File: src/rtl/errins_pkg.sv
// Package: shared constants for the error insertion request controller.
// Assumes the five error kinds keep fixed bit positions in every vector.
package errins_pkg;
    localparam int NUM_KINDS = 5;
    localparam int K_BPV  = 0;
    localparam int K_EXZ  = 1;
    localparam int K_PPAR = 2;
    localparam int K_CPAR = 3;
    localparam int K_FRM  = 4;

    typedef logic [NUM_KINDS-1:0] kind_vec_t;
endpackage

File: src/rtl/erq_rise_det.sv
// Module: erq_rise_det
// Detects 0-to-1 transitions on a vector of synchronous control bits.
// Assumes the inputs are already in the clk domain.
module erq_rise_det #(
    parameter int W = 5
) (
    input  logic         clk,
    input  logic         rst_n,
    input  logic [W-1:0] lvl,
    output logic [W-1:0] rise
);
    logic [W-1:0] lvl_q;

    // Remember last cycle's level of every bit.
    always_ff @(posedge clk) begin
        if (!rst_n) lvl_q <= '0;
        else        lvl_q <= lvl;
    end

    // A rise is high now and low one cycle ago.
    always_comb rise = lvl & ~lvl_q;
endmodule

File: src/rtl/erq_strobe_sync.sv
// Module: erq_strobe_sync
// Brings an asynchronous strobe into clk with STAGES flops and flags
// either edge as a one-cycle toggle pulse.
// Assumes the strobe is low while reset is applied.
module erq_strobe_sync #(
    parameter int STAGES = 2
) (
    input  logic clk,
    input  logic rst_n,
    input  logic strobe,
    output logic toggle
);
    logic [STAGES:0] chain;

    // Shift the strobe through the synchronizer plus one history flop.
    always_ff @(posedge clk) begin
        if (!rst_n) chain <= '0;
        else        chain <= {chain[STAGES-1:0], strobe};
    end

    // Any difference between the last two stages is a toggle.
    always_comb toggle = chain[STAGES] ^ chain[STAGES-1];
endmodule

File: src/rtl/erq_gate.sv
// Module: erq_gate
// Computes which error kinds the current line configuration can carry.
// Assumes kind bit positions from errins_pkg.
module erq_gate
    import errins_pkg::*;
(
    input  logic      e3_mode,
    input  logic      cbit_on,
    input  logic      unipolar,
    output kind_vec_t permit
);
    // Clear the permit bit of each kind blocked by the mode inputs.
    always_comb begin
        permit = '1;
        if (unipolar) begin
            permit[K_BPV] = 1'b0;
            permit[K_EXZ] = 1'b0;
        end
        if (e3_mode) begin
            permit[K_PPAR] = 1'b0;
            permit[K_CPAR] = 1'b0;
        end
        if (!cbit_on) permit[K_CPAR] = 1'b0;
    end
endmodule

File: src/rtl/erq_slot.sv
// Module: erq_slot
// Holds one pending request; arms merge into an existing one, and an
// opportunity clears it while reporting the fire in the same cycle.
// Assumes arm is already gated by mode and permit.
module erq_slot (
    input  logic clk,
    input  logic rst_n,
    input  logic arm,
    input  logic opp,
    output logic pend,
    output logic fire
);
    // Fire whenever a held request meets its opportunity.
    always_comb fire = pend & opp;

    // Set on arm, clear when fired; an arm during a fire re-sets it.
    always_ff @(posedge clk) begin
        if (!rst_n) pend <= 1'b0;
        else        pend <= (pend & ~opp) | arm;
    end
endmodule

File: src/rtl/err_req_ctrl.sv
// Module: err_req_ctrl (top)
// Turns enable bits or a manual strobe into single-shot error requests,
// gated by line mode, and holds each until its insertion opportunity.
// Assumes err_en and mode inputs are synchronous; man_strobe may not be.
module err_req_ctrl
    import errins_pkg::*;
#(
    parameter int SYNC_STAGES = 2,
    parameter int SEL_W       = 2
) (
    input  logic                 clk,
    input  logic                 rst_n,
    input  logic [NUM_KINDS-1:0] err_en,
    input  logic                 man_mode,
    input  logic                 man_strobe,
    input  logic                 e3_mode,
    input  logic                 cbit_on,
    input  logic                 unipolar,
    input  logic [SEL_W-1:0]     frm_sel,
    input  logic [NUM_KINDS-1:0] opp,
    output logic [NUM_KINDS-1:0] pending,
    output logic [NUM_KINDS-1:0] fire,
    output logic [SEL_W-1:0]     frm_kind
);
    kind_vec_t en_rise;
    kind_vec_t permit;
    kind_vec_t arm;
    logic      tog;

    erq_rise_det #(.W(NUM_KINDS)) u_rise (
        .clk(clk), .rst_n(rst_n), .lvl(err_en), .rise(en_rise)
    );

    erq_strobe_sync #(.STAGES(SYNC_STAGES)) u_sync (
        .clk(clk), .rst_n(rst_n), .strobe(man_strobe), .toggle(tog)
    );

    erq_gate u_gate (
        .e3_mode(e3_mode), .cbit_on(cbit_on), .unipolar(unipolar),
        .permit(permit)
    );

    // Choose the arm source by mode, then drop kinds the line cannot carry.
    always_comb begin
        if (man_mode) arm = (tog ? err_en : '0) & permit;
        else          arm = en_rise & permit;
    end

    for (genvar k = 0; k < NUM_KINDS; k++) begin : g_slot
        erq_slot u_slot (
            .clk(clk), .rst_n(rst_n), .arm(arm[k]), .opp(opp[k]),
            .pend(pending[k]), .fire(fire[k])
        );
    end

    // Capture the framing-error type when a framing request is armed.
    always_ff @(posedge clk) begin
        if (!rst_n)         frm_kind <= '0;
        else if (arm[K_FRM]) frm_kind <= frm_sel;
    end
endmodule

File: config.mk
export PLATFORM = sky130hd
export DESIGN_NAME = err_req_ctrl
export DESIGN_NICKNAME = d
export VERILOG_FILES = /design/src/rtl/errins_pkg.sv /design/src/rtl/erq_rise_det.sv /design/src/rtl/erq_strobe_sync.sv /design/src/rtl/erq_gate.sv /design/src/rtl/erq_slot.sv /design/src/rtl/err_req_ctrl.sv
export SDC_FILE = /design/constraint.sdc
export NUM_CORES = 1
export LEC_CHECK = 0
export ABC_AREA = 1
export ABC_CLOCK_PERIOD_IN_PS = 1200
export BUFFER_PORTS_ARGS = -buffer_cell sky130_fd_sc_hd__buf_2
export CAP_MARGIN = 20
export CORE_MARGIN = 1
export CORE_UTILIZATION = 30
export CTS_CLUSTER_SIZE = 12
export DETAILED_ROUTE_END_ITERATION = 12
export HOLD_SLACK_MARGIN = 0.12
export PLACE_DENSITY = 0.64
export SKIP_LAST_GASP = 1
export SYNTH_ARGS = -nofsm -noshare
export SYNTH_HDL_FRONTEND = slang
export SYNTH_SLANG_ARGS = --single-unit
File: constraint.sdc
create_clock -name clk -period 1.2 [get_ports clk]
set_input_delay 0.36 -clock clk [delete_from_list [all_inputs] [get_ports clk]]
set_output_delay 0.36 -clock clk [all_outputs]
set_load 0.02 [all_outputs]
# After elaboration in Yosys (flattened, before gate mapping)
# Index checks and enable logic that the tools add are counted.
# Widths: inputs -> output; s select.
[classes] n_shift=0 n_mul=0 n_bitwise=25 n_div=0 eq_ne=0 reduce_logical=0 n_mux=5 n_lt_le_gt_ge=0 add_sub_neg=0
[op_table] cell="$and 5x5->5" n=3
[op_table] cell="$and 1x1->1" n=10
[op_table] cell="$mux 5" n=2
[op_table] cell="$not 1->1" n=5
[op_table] cell="$not 5->5" n=1
[op_table] cell="$or 1x1->1" n=5
[op_table] cell="$mux 2" n=2
[op_table] cell="$mux 1" n=1
[op_table] cell="$xor 1x1->1" n=1
[totals] ramBits=0 mem_bits_ro=0 elab_cells=38 latch_bits=0 output_inout_bits=12 reg_bits=15 mem_count=0 in_bits=19

# Logic depth before layout (Yosys ltp)
[depth] word_depth=5 depth_mapped=6 mapped_depth_nobuf=6

# Cells and area by module
# Synthesis repeated with hierarchy kept, for this count alone.
[hier_totals] cells_unflattened=115 area_unflattened_um2=750.7
[by_module_without_submodules] module="erq_slot" instances=5 cells_per_inst=8 area_each_um2=51.3 seq_area_each_um2=20.0
[by_module_without_submodules] module="err_req_ctrl" instances=1 cells_per_inst=29 area_each_um2=181.4 seq_area_each_um2=40.0
[by_module_without_submodules] module="erq_rise_det" instances=1 cells_per_inst=25 area_each_um2=175.2 seq_area_each_um2=100.1
[by_module_without_submodules] module="erq_strobe_sync" instances=1 cells_per_inst=14 area_each_um2=101.3 seq_area_each_um2=60.1
[by_module_without_submodules] module="erq_gate" instances=1 cells_per_inst=7 area_each_um2=36.3 seq_area_each_um2=0.0

# Worst setup path after synthesis
# No wires, ideal clock.
[synth_timing] kind="input to output" startpoint="input opp[0]" endpoint="output fire[0]" setup_slack_ps=268 stages=3 arrival_ps=572 t_required_ps=840 cell_sequence="nand2_1 inv_1 buf_4"
[synth_between] elab_chain_len=1
[synth_lines] item="start, declared" line="err_req_ctrl.sv:20" rtl="input logic [NUM_KINDS-1:0] opp,"
[synth_lines] item="$and 1x1->1" line="erq_slot.sv:14" rtl="always_comb fire = pend & opp;"
[synth_lines] item="end, declared" line="err_req_ctrl.sv:22" rtl="output logic [NUM_KINDS-1:0] fire,"
# No other way between the ends.

# Worst setup path in the final report
[layout_timing] startpoint="register g_slot[2].u_slot.pend" endpoint="output fire[2]"
[layout_between] elab_chain_len=1
[layout_lines] item="start, declared" line="erq_slot.sv:10" rtl="output logic pend,"
[layout_lines] item="start signal, assigned" line="erq_slot.sv:19" rtl="else pend <= (pend & ~opp) | arm;"
[layout_lines] item="$and 1x1->1" line="erq_slot.sv:14"
# No other way between the ends.

==> impl_summary.txt <==
----------------------------------------------------
[Yosys]
  Share of synthesized area occupied by flip-flops and latches ... 0.4270
  Netlist area before placement ... 703.2 um2
  XOR/XNOR Fraction of Synth Area ... 0
  Dominant combinational cell family by area after synthesis ... simple AND/OR/NAND/NOR gates
  Area fraction in compound gates after synthesis ... 0.08363
  Post-synthesis average cell area ... 7.325 um2
  Share of synthesized area spent on multiplexers ... 0
  Instance count of the mapped netlist ... 96
  Post-synthesis adder-cell area fraction ... 0
  Post-synthesis register bit count ... 15
  Share of synthesized cell area in and, or, nand and nor gates ... 0.2473
  Syn_nets ... 115
  Unique cell type count in the Yosys netlist ... 15
  Number of warnings issued by yosys ... 0

[Clock network]
  Setup bufs post-CTS ... 0
  Level count of the clock H-tree ... 1
  CTS Buf Count ... 3
  Clock tree from TritonCTS ... built
  Buffer type at the clock tree root ... sky130_fd_sc_hd__clkbuf_4
  Clock insertion delay at the later pin of the skew report ... roughly 270 ps
  Clock Path Buffers ... 2
  # clock sinks ... 15
  Clock-pin slew of the registers on the worst-case setup and hold paths ... ~80 ps

[Timing]
  RSZ-0062 raised after global routing ... yes
  Pins Over Slew Limit ... 0
  Least-Margin Pin Slew ... 236.1 ps
  Post-route worst setup slack ... 11.00 ps
  Setup Skew ... 1.590 ps
  Total of endpoints with negative setup slack in the final report ... 0
  Worst relative slew slack ... 0.8426
  Hold violation total from the final report ... 0
  Share of the clock period used by the worst path ... 0.9908
  Time the final worst path needs with I/O delays and setup ... 1189 ps
  Achievable clock frequency ... ~840 MHz

[Power]
  Psw ... approximately 240 uW
  Switching power as a share of total power ... 0.2523
  Part of the power in registers ... 0.558
  Cell internal pwr ... roughly 720 uW
  Largest voltage drop on the vdd net ... roughly 0.0006 V
  Combinational share of power ... 0.157
  Power per standard cell area ... 1105 nW/um2
  Total power of the final layout ... 963.6 uW
  Share of power burned in the clock network ... 0.285
  Static leakage power ... 0.0005262 uW

[Detailed routing]
  Average via count per standard cell ... 3.864
  Wire length per cell ... roughly 7.6 um
  DRT Wirelength ... ~1100 um
  DR DRC count ... 0
  Count of vias placed by the detailed router ... approximately 570
  Antenna violation net count after detailed routing ... 0
  Initial DRC count ... 6
  Number of iterations in the first detailed-routing pass ... 4

[Layout]
  Non-filler instance count after layout ... 147
  Share of final-layout standard cells stronger than drive strength 1 ... 0.3529
  Combined area of the multi-input logic cells ... 232.7 um2
  Synthesis-to-finish area growth ... 24.02%
  Register cell area after layout ... 306.5 um2
  Most frequent cells in the layout ... 25 x sky130_fd_sc_hd__nand2_1, 25 x sky130_fd_sc_hd__buf_2, 23 x sky130_fd_sc_hd__inv_1, 10 x sky130_fd_sc_hd__dfxtp_1
  Fill cell instance count of the final layout ... 240
  Ant diodes ... 0
  Layout net count ... roughly 140

[Worst setup path]
  Crit-path max FO ... 3
  WP data required ... 840 ps
  CP Launch Type ... flop
  Arrival time at the worst endpoint ... 830 ps
  WS Path Type ... reg -> out
  Category of the worst setup path capture point ... primary output

[GRT]
  Aggregate global-route resource usage ... 0.09494
  Global-route wire length before repair ... 1835 um
  Antenna violations before repair ... 0
  Via count of the first global-routing pass ... 461
  Pin count of the biggest net entering global routing ... 15
  GRT Residual Overflow ... 0

[Flow run]
  Max-cap violations ... 0

[Placement]
  Post-detailed-placement half-perimeter wirelength ... 902.2 um
  Number of cells in the design after placement ... 143
  Worst Setup Slack post-DPL ... 134.3 ps
  Final Wtd Congestion ... 0.7082
  PortBufs ... 30

[Floorplan]
  Total die area ... roughly 2500 um2
  Die span in y ... 50.42 um
  Cell Rows ... 17
  Die W ... roughly 50 um
  Area of the core region ... 2212 um2
  Num ports ... 31
  Initial Util ... 0.3179

[Run status]
  Result of the run ... complete, no violations

[Hold path]
  HP Class ... in -> reg

----------------------------------------------------
==> cell type report <==
class	count	area share
flip-flops and latches	15	0.3515
multi-input cells	46	0.2669
repair buffers	30	0.2080
inverters	24	0.1033
well taps	28	0.04017
clock buffers	4	0.03013
==> metrics by stage <==
stage,area [um2],hold slack (ps),utilization,setup TNS [ps]
floorplan,703.2,390.5,-,0
finish,872.1,274.7,0.3942,0
CTS,864.6,269.8,0.3908,-6.981
detailed placement,808.3,403.0,0.3654,0
global placement,808.3,404.8,0.3654,0
global route,872.1,291.7,0.3942,-142.3
==> power groups by stage <==
stage | sequential [uW] | clock (uW) | combinational, uW
2_1_floorplan | 552 | 0 | 97.5
3_3_place_gp | 546 | 0 | 144
3_5_place_dp | 548 | 0 | 147
4_1_cts | 538 | 285 | 152
5_1_grt | 540 | 304 | 171
6_report | 537 | 275 | 152
==> Yosys cell counts, drive strengths merged <==
| cell type | n | share of area |
|---|---|---|
| a21boi | 1 | 0.027 |
| buf | 11 | 0.11 |
| nand3 | 6 | 0.060 |
| nand3b | 3 | 0.032 |
| dfxtp | 15 | 0.43 |
| nand2 | 25 | 0.13 |
| nor2 | 4 | 0.021 |
| o21ai | 1 | 0.0071 |
| o22ai | 1 | 0.0089 |
| a21oi | 5 | 0.041 |
| inv | 24 | 0.13 |
==> what timing repair did <==
action,in CTS,in global routing
endpoints found under the hold margin,0,0
pin swaps,1,3
cloned,0,0
setup endpoints to repair,5,5
resized for setup,13,2
hold buffers,0,0
==> sequential cells by signal, summed over array words and instances (netlist names) <==
name                cells
u_rise.lvl_q            5
u_sync.chain            3
g_slot.u_slot.pend      5
frm_kind                2
==> worst paths after layout <==
| path | depth (start not counted) | from | to | slack, ps |
|---|---|---|---|---|
| min reg2reg | 2 | u_sync.chain[0] | u_sync.chain[1] | 420 |
| max | 3 | g_slot[2].u_slot.pend | fire[2] | 10 |
| min | 3 | man_strobe | u_sync.chain[0] | 270 |
| max reg2reg | 5 | u_sync.chain[1] | frm_kind[0] | 290 |
==> cells by family (layout without fill, tap and decap cells) <==
group                  count (synthesis)  count (layout)
flip-flops                            15              15
AND/OR/NAND/NOR                       38              38
buffers and inverters                 35              58
AO/OA/AOI/OAI                          8               8
==> worst max-delay path, cell delays in order, from the launching register on <==
cell	delay, ps
sky130_fd_sc_hd__dfxtp_2	340
sky130_fd_sc_hd__nand2_1	50
sky130_fd_sc_hd__inv_1	60
sky130_fd_sc_hd__buf_6	110
==> per-layer routing <==
metal  GRT usage  part of all wire  up-vias
li1            -                 -      320
met1      0.1218              0.47      227
met2      0.1467              0.47       19
met3     0.01818             0.051        2
met4     0.05556            0.0071        0
met5           0                 0        -
(Power assumes the default switching activity.)
